### config.mk
export PLATFORM = sky130hd
export DESIGN_NAME = unalign_exc
export DESIGN_NICKNAME = d
export VERILOG_FILES = /design/src/rtl/unalign_pkg.sv /design/src/rtl/unalign_detect.sv /design/src/rtl/unalign_stat_pack.sv /design/src/rtl/unalign_exc.sv
export SDC_FILE = /design/constraint.sdc
export NUM_CORES = 1
export LEC_CHECK = 0
export BUFFER_PORTS_ARGS = -buffer_cell sky130_fd_sc_hd__buf_2
export CAP_MARGIN = 10
export CORE_MARGIN = 2
export CORE_UTILIZATION = 50
export DETAILED_ROUTE_END_ITERATION = 10
export MAX_ROUTING_LAYER = met4
export PLACE_DENSITY = 0.81
export SETUP_SLACK_MARGIN = 0.5
export SYNTH_ARGS = -nofsm -noshare
export SYNTH_HDL_FRONTEND = slang
export SYNTH_HIERARCHICAL = 1
export SYNTH_SLANG_ARGS = --single-unit
export TNS_END_PERCENT = 30
### constraint.sdc
create_clock -name clk_i -period 1 [get_ports clk_i]
set_clock_uncertainty 0.1 [all_clocks]
set_input_delay 0.25 -clock clk_i [delete_from_list [all_inputs] [get_ports clk_i]]
set_output_delay 0.25 -clock clk_i [all_outputs]
set_load 0.02 [all_outputs]
### src/rtl/unalign_pkg.sv
package unalign_pkg;
  typedef enum logic [1:0] {
    SZ_BYTE = 2'b00,
    SZ_HALF = 2'b01,
    SZ_WORD = 2'b10,
    SZ_WRD2 = 2'b11
  } acc_size_e;

  localparam logic [4:0] EC_UNALIGNED = 5'b00001;
  localparam int         EC_W         = 5;
endpackage

### src/rtl/unalign_detect.sv
module unalign_detect
  import unalign_pkg::*;
#(
  parameter int ADDR_W = 32
) (
  input  logic              valid_i,
  input  logic [ADDR_W-1:0] addr_i,
  input  logic [1:0]        size_i,
  output logic              fault_o,
  output logic              is_word_o
);
  logic [1:0] mask;

  always_comb begin
    unique case (acc_size_e'(size_i))
      SZ_BYTE: mask = 2'b00;
      SZ_HALF: mask = 2'b01;
      default: mask = 2'b11;
    endcase
  end

  assign is_word_o = (mask == 2'b11);
  assign fault_o   = valid_i && |(addr_i[1:0] & mask);
endmodule

### src/rtl/unalign_stat_pack.sv
module unalign_stat_pack
  import unalign_pkg::*;
#(
  parameter int STAT_W = 32,
  parameter int REG_W  = 5
) (
  input  logic              write_i,
  input  logic              is_word_i,
  input  logic [REG_W-1:0]  reg_num_i,
  output logic [STAT_W-1:0] stat_o
);
  localparam int REG_LSB = EC_W;
  localparam int WR_BIT  = REG_LSB + REG_W;
  localparam int SZ_BIT  = WR_BIT + 1;

  always_comb begin
    stat_o                          = '0;
    stat_o[EC_W-1:0]                = EC_UNALIGNED;
    stat_o[REG_LSB +: REG_W]        = reg_num_i;
    stat_o[WR_BIT]                  = write_i;
    stat_o[SZ_BIT]                  = is_word_i;
  end
endmodule

### src/rtl/unalign_exc.sv
module unalign_exc
  import unalign_pkg::*;
#(
  parameter int ADDR_W = 32,
  parameter int STAT_W = 32,
  parameter int REG_W  = 5
) (
  input  logic              clk_i,
  input  logic              rst_ni,
  input  logic              valid_i,
  input  logic [ADDR_W-1:0] addr_i,
  input  logic [1:0]        size_i,
  input  logic              write_i,
  input  logic [REG_W-1:0]  reg_num_i,
  input  logic              exc_en_i,
  output logic [ADDR_W-1:0] addr_reg_o,
  output logic [STAT_W-1:0] stat_reg_o,
  output logic              exc_req_o
);
  logic              fault;
  logic              is_word;
  logic [STAT_W-1:0] stat_nxt;

  unalign_detect #(.ADDR_W(ADDR_W)) u_detect (
    .valid_i   (valid_i),
    .addr_i    (addr_i),
    .size_i    (size_i),
    .fault_o   (fault),
    .is_word_o (is_word)
  );

  unalign_stat_pack #(.STAT_W(STAT_W), .REG_W(REG_W)) u_pack (
    .write_i   (write_i),
    .is_word_i (is_word),
    .reg_num_i (reg_num_i),
    .stat_o    (stat_nxt)
  );

  always_ff @(posedge clk_i or negedge rst_ni) begin
    if (!rst_ni) begin
      addr_reg_o <= '0;
      stat_reg_o <= '0;
      exc_req_o  <= 1'b0;
    end else begin
      exc_req_o <= fault && exc_en_i;
      if (fault) begin
        addr_reg_o <= addr_i;
        stat_reg_o <= stat_nxt;
      end
    end
  end
endmodule

* Yosys cells after proc, flatten, opt, wreduce, memory -nomap -nowiden
Cells that the tools add are included.
** Operators by class
- $add $sub $neg :: 0
- Multipliers :: 0
- Div/mod/pow operators :: 0
- $lt $le $gt $ge :: 0
- Equality and inequality tests :: 2
- Shifts and indexed selects :: 0
- Mux-type cells :: 1
- Bitwise gates (word level) :: 1
- Reduce and logical (&&, ||, !) cells :: 4
** Operator list (number)
- $pmux 2 s2 :: 1
- $and 2x2->2 :: 1
- $eq 2x1->1 const B :: 1
- $eq 2x2->1 const B :: 1
- $logic_and 1x1->1 :: 2
- $logic_not 2->1 :: 1
- $reduce_or 2->1 :: 1
** Storage, ports and cells
- Bits in registers :: 41
- Bits in latches :: 0
- Bits in writable memories :: 0
- ROM bits :: 0
- Bits of input ports :: 44
- Output and inout bits :: 65
- Logic and storage cells :: 11
- Memories :: 0

* Longest topological paths before layout
Gate-level depths: netlist (run 1).
- Depth after elaboration :: 6
- Mapped depth :: 5
- Gate-level depth less buffers :: 3

* By module
Netlist (run 1), hierarchy kept.
** Modules (own cells, without submodules)
- unalign_exc :: instances 1, cells each 137, area an instance 2610.0 µm², sequential area each 1626.6 µm²
- unalign_stat_pack :: instances 1, cells each 34, area an instance 247.7 µm², sequential area each 0.0 µm²
- unalign_detect :: instances 1, cells each 4, area an instance 20.0 µm², sequential area each 0.0 µm²

* Worst setup path after synthesis (run 1)
No wires, ideal clock.
- Kind :: in2reg
- Start :: input port addr_i[0]
- End :: register addr_reg_o[11]
- Setup time :: 0.125 ns
- Arrival :: 1.122 ns
- Data required time :: 0.775 ns
- Setup slack :: -0.347 ns
- Stages on the path :: 5
- Path buffers :: 2
- Cell sequence :: o21ai_1 > a21boi_1 > buf_6 > buf_6 > mux2_4
** Between the ends
- Longest elaborated chain between the ends :: 3
** RTL lines
- start, declared :: RTL line unalign_exc.sv:11 : input logic [ADDR_W-1:0] addr_i,
- $and 2x2->2 :: RTL line unalign_detect.sv:23 : assign fault_o = valid_i && |(addr_i[1:0] & mask);
- $reduce_or 2->1 :: RTL line unalign_detect.sv:23
- $logic_and 1x1->1 :: RTL line unalign_detect.sv:23
- net fault :: RTL line unalign_exc.sv:20 : logic fault;
- end signal, assigned :: RTL line unalign_exc.sv:47 : addr_reg_o <= addr_i;
- end, declared :: RTL line unalign_exc.sv:16 : output logic [ADDR_W-1:0] addr_reg_o,
The timed path passes the listed nets, and every way through them passes these cells.
A chain may end at the register's enable or synchronous reset.

==> flow_summary.json, run 1 <==
{
  "status": "finished, violations left",
  "violations": "negative hold slack, negative setup slack",
  "yosys_register_bits": 65,
  "instances_no_fill": 389,
  "worstSetupPathType": "reg -> out",
  "final_util_pct": 74.9,
  "power.total_mw": 8.16,
  "setup_ws_ns": -0.229,
  "vias": 1713,
  "final-setup-viol-count": 129,
  "slew_violations": 0,
  "yosysTopAreaCellShare_pct": 56.5,
  "slowest_delay_ns": 0.41,
  "overflow": 0,
  "die_y_um": 79.9,
  "synth_cell_types": 12,
  "clock_insertion_delay_worst_skew_ns": 0.33,
  "cp.required_ns": 0.65,
  "routabilityCongestion": 0.697,
  "p_int_mw": 5.75,
  "synthToLayoutAreaGrowth_pct": 44.1,
  "dp_slack_ns": -0.565,
  "cp_cell_sequence": "buf_6",
  "cap_violations": 0,
  "drc": 0,
  "p_comb_share_pct": 34.2,
  "grt_pass1_vias": 1698,
  "cp-end-kind": "output port",
  "critPathTopFamily": "flip-flops",
  "power_density_nw_per_um2": 1970,
  "post_drt_via_cell_ratio": 4.40,
  "crit_path_top_delay_cell": "dfrtp_1",
  "nFillCells": 352,
  "seq_power_share_pct": 41.7,
  "dp_cells": 344,
  "cts_tree": "built",
  "routed_wl_um": 5410,
  "cts_buffer_depth": 2,
  "die_area_sq_um": 6380,
  "fin_crit_sh_pct": 123,
  "port_buffers": 108,
  "multiInputGateArea_sq_um": 1040,
  "grt_max_degree": 41,
  "avgSynthCellArea_sq_um": 16.4,
  "numCtsBuffers": 9,
  "rsz0062_at_grt": "yes",
  "reg2reg_slack_ns": -0.12,
  "clockRootBuffer": "clkbuf_8",
  "ys_seq_area_share_pct": 56.5,
  "cts.sinks": 65,
  "syn-cell-area_sq_um": 2880,
  "sw_frac_of_total_pct": 29.5,
  "drt_iter0_markers": 44,
  "synth_top_cell_by_area": "dfrtp_1",
  "irDropWorstVdd_mv": 1.27,
  "worstPathBufferInverterCount": 1,
  "die_width_um": 79.9,
  "whs_ns": -0.198,
  "p_switching_mw": 2.40,
  "finalHoldViolations": 65,
  "cp_max_fo": 2,
  "antenna_found_initial": 0,
  "clock.fmax_mhz": 814,
  "synth_area_leaders": "dfrtp_1, mux2_4, buf_4, mux2_2, buf_6",
  "p_clk_share_pct": 24.1,
  "fin_setup_tns_ns": -21.97,
  "arrival_ns": 0.88,
  "leakagePower_nw": 2.11,
  "core_sq_um": 5540,
  "htreeDepth": 3,
  "final_nets": 356,
  "num_rows": 27,
  "cp-start-kind": "flip-flop",
  "register_area_sq_um": 1630,
  "firstDrtPassIters": 4,
  "grt_util_all_layers_pct": 17.7,
  "fin_crit_ns": 1.23,
  "layout-drive-gt1-share_pct": 71.3,
  "avgRoutedWirePerCell_um": 13.9,
  "n_antenna_cell": 0,
  "grt_pass1_wl_um": 8000,
  "final_antenna_net_count": 0,
  "placed_area_sq_um": 3400,
  "ios": 109,
  "synthCells": 175,
  "clkSlewWorstSetupHoldPaths_ns": 0.07,
  "start_util_pct": 51.9,
  "yosys_warnings": 6,
  "place_hpwl_um": 3440,
  "final_cell_area_sq_um": 4150,
  "hp-class": "in -> async"
}
-- power groups by stage --
stage | Clock (mW) | Sequential, mW | Combinational, mW
6_report | 1.97 | 3.40 | 2.79
5_1_grt | 2.19 | 3.45 | 2.93
4_1_cts | 2.03 | 3.37 | 2.58
3_5_place_dp | 0 | 3.35 | 2.04
3_3_place_gp | 0 | 3.33 | 2.01
2_1_floorplan | 0 | 3.90 | 0.859
-- cell usage in the layout, fill, tap and decap left out --
cell type | Yosys | final
a21boi_4 | 0 | 1
and2_1 | 1 | 1
buf_12 | 0 | 4
buf_2 | 1 | 51
buf_4 | 32 | 32
buf_6 | 6 | 56
clkbuf_8 | 0 | 11
clkinv_2 | 0 | 3
clkinvlp_4 | 0 | 2
conb_1 | 2 | 25
dfrtp_1 | 65 | 65
mux2_2 | 15 | 15
mux2_4 | 49 | 49
nand2_4 | 0 | 1
o21ai_2 | 0 | 1
-- cell usage after synthesis --
cell type / instances
clkbuf_1: 1
nand2_1: 1
and2_1: 1
a21boi_1: 1
conb_1: 2
buf_4: 32
buf_6: 6
buf_2: 1
mux2_2: 15
dfrtp_1: 65
mux2_4: 49
o21ai_1: 1
-- logic make-up after synthesis --
kind of cell / after synthesis / synth area share (%)
compound gates: 2 / 0.435
buf+inv: 40 / 11.0
flops: 65 / 56.5
mux: 64 / 31.4
other cells: 2 / 0.261
simple gates: 2 / 0.348
-- metal layers --
layer | up-vias | share of wire, % | wire [um] | track usage [%]
li1 | 805 | - | - | -
met3 | 10 | 4.7 | 256 | 3.85
met5 | - | 0 | 0 | -
met2 | 65 | 52 | 2800 | 27.4
met4 | 0 | 2.2 | 117 | 10.5
met1 | 833 | 41 | 2230 | 21.3
-- final cells by class --
type / instances / area share (%)
flip-flops and latches: 65 / 39.2
repair buffers: 143 / 29.1
multi-input cells: 93 / 25.2
clock buffers: 11 / 3.65
well taps: 72 / 2.17
clock inverters: 5 / 0.724
-- registers in the layout (all words and copies together) (netlist names) --
name,flops
exc_req_o,1
addr_reg_o,32
stat_reg_o,32
-- worst paths after layout --
path	cells past startpoint	end	from
max	1	stat_reg_o[21]	stat_reg_o[21]
min	2	stat_reg_o[27]	rst_ni
min reg2reg	1	addr_reg_o[21]	addr_reg_o[21]
max in group asynchronous	2	addr_reg_o[18]	rst_ni
max reg2reg	3	stat_reg_o[15]	stat_reg_o[15]
min in group clk_i	2	exc_req_o	exc_en_i
-- timing repair --
| action | 4_1_cts | 5_1_grt |
|---|---|---|
| buffers inserted | 20 | 9 |
| resized for setup | 81 | 32 |
| endpoints found under the hold margin | 65 | 65 |
| endpoints found under the setup margin | 130 | 130 |
(Power assumes the default switching activity.)
==> run 2: changes to the inputs <==
==> constraint.sdc (replaced) <==
create_clock -name clk_i -period 1 [get_ports clk_i]
set_clock_uncertainty 0.1 [all_clocks]
set_input_delay 0.15 -clock clk_i [delete_from_list [all_inputs] [get_ports clk_i]]
set_output_delay 0.15 -clock clk_i [all_outputs]
set_load 0.02 [all_outputs]
==> flow_summary.json, run 2 (synthesis results as in run 1) <==
{
  "htreeDepth": 3,
  "die_area_sq_um": 6380,
  "crit_path_top_delay_cell": "dfrtp_1",
  "port_buffers": 108,
  "clock_insertion_delay_worst_skew_ns": 0.33,
  "leakagePower_nw": 2.14,
  "worstPathBufferInverterCount": 1,
  "slowest_delay_ns": 0.41,
  "dp_cells": 344,
  "status": "finished, violations left",
  "hp-class": "in -> async",
  "critPathTopFamily": "flip-flops",
  "num_rows": 27,
  "grt_pass1_vias": 1768,
  "register_area_sq_um": 1630,
  "placed_area_sq_um": 3380,
  "reg.largest.list": "addr_reg_o: 32 flops, stat_reg_o: 32 flops, exc_req_o: 1 flops",
  "power_density_nw_per_um2": 2000,
  "clockRootBuffer": "clkbuf_8",
  "violations": "negative hold slack, negative setup slack",
  "grt_pass1_wl_um": 8260,
  "cp_max_fo": 2,
  "irDropWorstVdd_mv": 1.39,
  "vias": 1718,
  "cts.sinks": 65,
  "drt_iter0_markers": 42,
  "antenna_found_initial": 0,
  "cp-start-kind": "flip-flop",
  "firstDrtPassIters": 4,
  "reg2reg_slack_ns": -0.10,
  "clkSlewWorstSetupHoldPaths_ns": 0.07,
  "nFillCells": 346,
  "fin_crit_sh_pct": 113,
  "start_util_pct": 51.9,
  "cts_buffer_depth": 2,
  "cp_cell_sequence": "buf_6",
  "final_antenna_net_count": 0,
  "drc": 0,
  "grt_util_all_layers_pct": 17.9,
  "setup_ws_ns": -0.130,
  "post_drt_via_cell_ratio": 4.39,
  "routabilityCongestion": 0.701,
  "arrival_ns": 0.88,
  "cap_violations": 0,
  "core_sq_um": 5540,
  "final-setup-viol-count": 124,
  "final_util_pct": 75.3,
  "numCtsBuffers": 9,
  "overflow": 0,
  "instances_no_fill": 391,
  "crit_cells": 1,
  "ios": 109,
  "final_nets": 358,
  "clock.fmax_mhz": 885,
  "worstSetupPathType": "reg -> out",
  "slew_violations": 0,
  "final_common_cell": "dfrtp_1",
  "multiInputGateArea_sq_um": 1050,
  "routed_wl_um": 5400,
  "avgRoutedWirePerCell_um": 13.8,
  "finalHoldViolations": 103,
  "worst-r2r-cell-count": 3,
  "die_width_um": 79.9,
  "cp.required_ns": 0.75,
  "layout-drive-gt1-share_pct": 70.5,
  "grt_max_degree": 41,
  "synthToLayoutAreaGrowth_pct": 45.0,
  "fin_crit_ns": 1.13,
  "cp-end-kind": "output port",
  "whs_ns": -0.313,
  "final_cell_mix": "dfrtp_1, buf_6, mux2_4, buf_2, buf_4",
  "place_hpwl_um": 3450,
  "cts_tree": "built",
  "dp_slack_ns": -0.455,
  "rsz0062_at_grt": "yes",
  "power.total_mw": 8.34,
  "n_antenna_cell": 0,
  "final_cell_area_sq_um": 4170,
  "die_y_um": 79.9
}
[run 2: path summary, 6_finish.rpt]
path                                      from        endpoint
worst max-delay path             addr_reg_o[9]   addr_reg_o[9]
worst min-delay path                    rst_ni   addr_reg_o[8]
worst max register to register  stat_reg_o[17]  stat_reg_o[17]
worst min register to register  addr_reg_o[27]  addr_reg_o[27]
max in group asynchronous               rst_ni  stat_reg_o[24]
min in group clk_i                    exc_en_i       exc_req_o
[run 2: final cells by class]
| type | count | area share [%] |
|---|---|---|
| sequential | 65 | 39.0 |
| tap | 72 | 2.16 |
| clock buffer | 13 | 3.57 |
| multi-input combinational | 93 | 25.2 |
| clock inverter | 3 | 0.960 |
| timing repair buffer | 145 | 29.1 |
[run 2: stage by stage]
step / setup TNS, ns / hold WS, ns
2_1_floorplan: -10.35 / -0.246
3_3_place_gp: -24.54 / 0.0436
3_5_place_dp: -25.90 / 0.0487
4_1_cts: -9.16 / -0.318
5_1_grt: -12.44 / -0.310
6_report: -8.89 / -0.313
[run 2: report_power, final]
group | internal [mW] | switching (mW)
sequential | 3.08 | 0.319
combinational | 1.68 | 1.14
clock | 1.21 | 0.904
[run 2: per-layer routing]
layer	wire length, um	global-route usage, %
met5	0	-
met4	106	8.14
met1	2160	21.4
met2	2770	27.9
met3	365	5.54
[run 2: what timing repair did]
item / in CTS / in global routing
endpoints found under the hold margin: 103 / 103
endpoints found under the setup margin: 130 / 130
resized for setup: 84 / 33
buffers inserted: 20 / 11
==> run 3: changes to the inputs <==
--- a/config.mk
+++ b/config.mk
@@ -12,7 +12,6 @@
 export DETAILED_ROUTE_END_ITERATION = 10
 export MAX_ROUTING_LAYER = met4
 export PLACE_DENSITY = 0.81
-export SETUP_SLACK_MARGIN = 0.5
 export SYNTH_ARGS = -nofsm -noshare
 export SYNTH_HDL_FRONTEND = slang
 export SYNTH_HIERARCHICAL = 1
==> flow_summary.json, run 3 (synthesis results as in run 1) <==
{
  "fin_crit_ns": 1.14,
  "post_drt_via_cell_ratio": 4.47,
  "dp_cells": 344,
  "place_hpwl_um": 3450,
  "core_sq_um": 5540,
  "leakagePower_nw": 2.32,
  "reg.largest.list": "addr_reg_o: 32 flops, stat_reg_o: 32 flops, exc_req_o: 1 flops",
  "grt_max_degree": 41,
  "final-setup-viol-count": 124,
  "dp_slack_ns": -0.455,
  "num_rows": 27,
  "final_cell_mix": "dfrtp_1, buf_6, mux2_4",
  "cp.required_ns": 0.75,
  "violations": "negative setup slack",
  "setup_ws_ns": -0.144,
  "worstPathBufferInverterCount": 1,
  "p_clk_share_pct": 25.0,
  "die_width_um": 79.9,
  "clock.fmax_mhz": 874,
  "cts.sinks": 65,
  "reg2reg_slack_ns": -0.09,
  "avgRoutedWirePerCell_um": 16.7,
  "r2r_end": "stat_reg_o[2]",
  "grt_pass1_wl_um": 9800,
  "drt_iter0_markers": 74,
  "critPathTopFamily": "flip-flops",
  "worstSetupPathType": "reg -> out",
  "die_y_um": 79.9,
  "die_area_sq_um": 6380,
  "hp-class": "in -> reg",
  "power_density_nw_per_um2": 1870,
  "cts_tree": "built",
  "arrival_ns": 0.89,
  "cap_violations": 0,
  "cp_cell_sequence": "buf_6",
  "cts_buffer_depth": 2,
  "slowest_delay_ns": 0.42,
  "final_common_cell": "dfrtp_1",
  "fin_setup_tns_ns": -8.72,
  "port_buffers": 108,
  "drc": 0,
  "slew_violations": 0,
  "seq_power_share_pct": 39.8,
  "clkSlewWorstSetupHoldPaths_ns": 0.07,
  "status": "finished, violations left",
  "crit_path_top_delay_cell": "dfrtp_1",
  "ios": 109,
  "numCtsBuffers": 9,
  "irDropWorstVdd_mv": 1.33,
  "r2r-start": "stat_reg_o[2]",
  "crit_start": "addr_reg_o[20]",
  "worst-r2r-cell-count": 3,
  "cp-start-kind": "flip-flop",
  "p_switching_mw": 2.49,
  "vias": 1917,
  "grt_util_all_layers_pct": 21.5,
  "routed_wl_um": 7160,
  "overflow": 0,
  "antenna_found_initial": 0,
  "htreeDepth": 3,
  "crit_cells": 1,
  "final_nets": 396,
  "firstDrtPassIters": 4,
  "start_util_pct": 51.9,
  "routabilityCongestion": 0.701,
  "power.total_mw": 8.60,
  "cp-end-kind": "output port",
  "p_int_mw": 6.11,
  "n_antenna_cell": 0,
  "grt_pass1_vias": 2034,
  "cp-endpoint": "addr_reg_o[20]",
  "nFillCells": 283,
  "fin_crit_sh_pct": 114,
  "cp_max_fo": 2,
  "layout-drive-gt1-share_pct": 62.7,
  "final_util_pct": 83.1,
  "p_comb_share_pct": 35.2,
  "finalHoldViolations": 0,
  "clock_insertion_delay_worst_skew_ns": 0.33,
  "instances_no_fill": 429,
  "clockRootBuffer": "clkbuf_8",
  "sw_frac_of_total_pct": 28.9,
  "rsz0062_at_grt": "yes",
  "final_antenna_net_count": 0,
  "synthToLayoutAreaGrowth_pct": 60.0
}
-- run 3: cell count changes in the layout (fill, tap and decap cells not counted), sizes merged --
cell         before  now
dlygate4sd3       0   39
buf             145  144
-- run 3: layout make-up --
cell class              instances  area [sq um]  share of cell area (%)
clock buffers                  13           149                    3.23
clock inverters                 3          40.0                   0.870
multi-input cells              93          1060                    23.1
flip-flops and latches         65          1630                    35.3
well taps                      72          90.1                    1.96
repair buffers                183          1640                    35.5
-- run 3: worst min-delay path by stage --
| stage | startpoint | end | slack, ns | cells after the start |
|---|---|---|---|---|
| after CTS | size_i[1] | stat_reg_o[11] | 0.05 | 3 |
| after floorplan | rst_ni | addr_reg_o[0] | -0.25 | 0 |
| after global routing | size_i[1] | stat_reg_o[11] | 0.02 | 3 |
| after global placement | rst_ni | addr_reg_o[8] | 0.04 | 2 |
| after detailed placement | rst_ni | addr_reg_o[8] | 0.05 | 2 |
| final | size_i[1] | stat_reg_o[11] | 0.03 | 3 |
-- run 3: routing by layer --
layer | vias to the layer above | share of wire [%] | global-route usage (%)
li1 | 885 | - | -
met5 | - | 0 | -
met3 | 18 | 6.4 | 6.00
met4 | 0 | 2.3 | 8.81
met2 | 70 | 54 | 37.9
met1 | 944 | 37 | 22.8
-- run 3: metrics by stage --
step / area (sq um) / hold WS (ns)
after floorplan: 3000 / -0.246
after global routing: 4600 / 0.0195
final: 4600 / 0.0347
after global placement: 3380 / 0.0436
after CTS: 4360 / 0.0501
after detailed placement: 3380 / 0.0487
-- run 3: repair_timing --
item | 4_1_cts | 5_1_grt
hold endpoints to repair | 103 | 0
hold buffers | 39 | 0
setup endpoints to repair | 128 | 128
setup buffers | 19 | 11
gates resized for setup | 82 | 47
-- run 3: power by group through the flow --
stage	combinational, mW	sequential [mW]	clock, mW
2_1_floorplan	0.859	3.90	0
3_3_place_gp	2.00	3.33	0
3_5_place_dp	2.04	3.35	0
4_1_cts	2.68	3.36	2.18
5_1_grt	3.16	3.47	2.35
6_report	3.02	3.42	2.15
-- run 3: worst min-delay path, delay by kind of cell --
kind	cells	cell delay, ns
buf+inv	2	0.16
mux	1	0.12
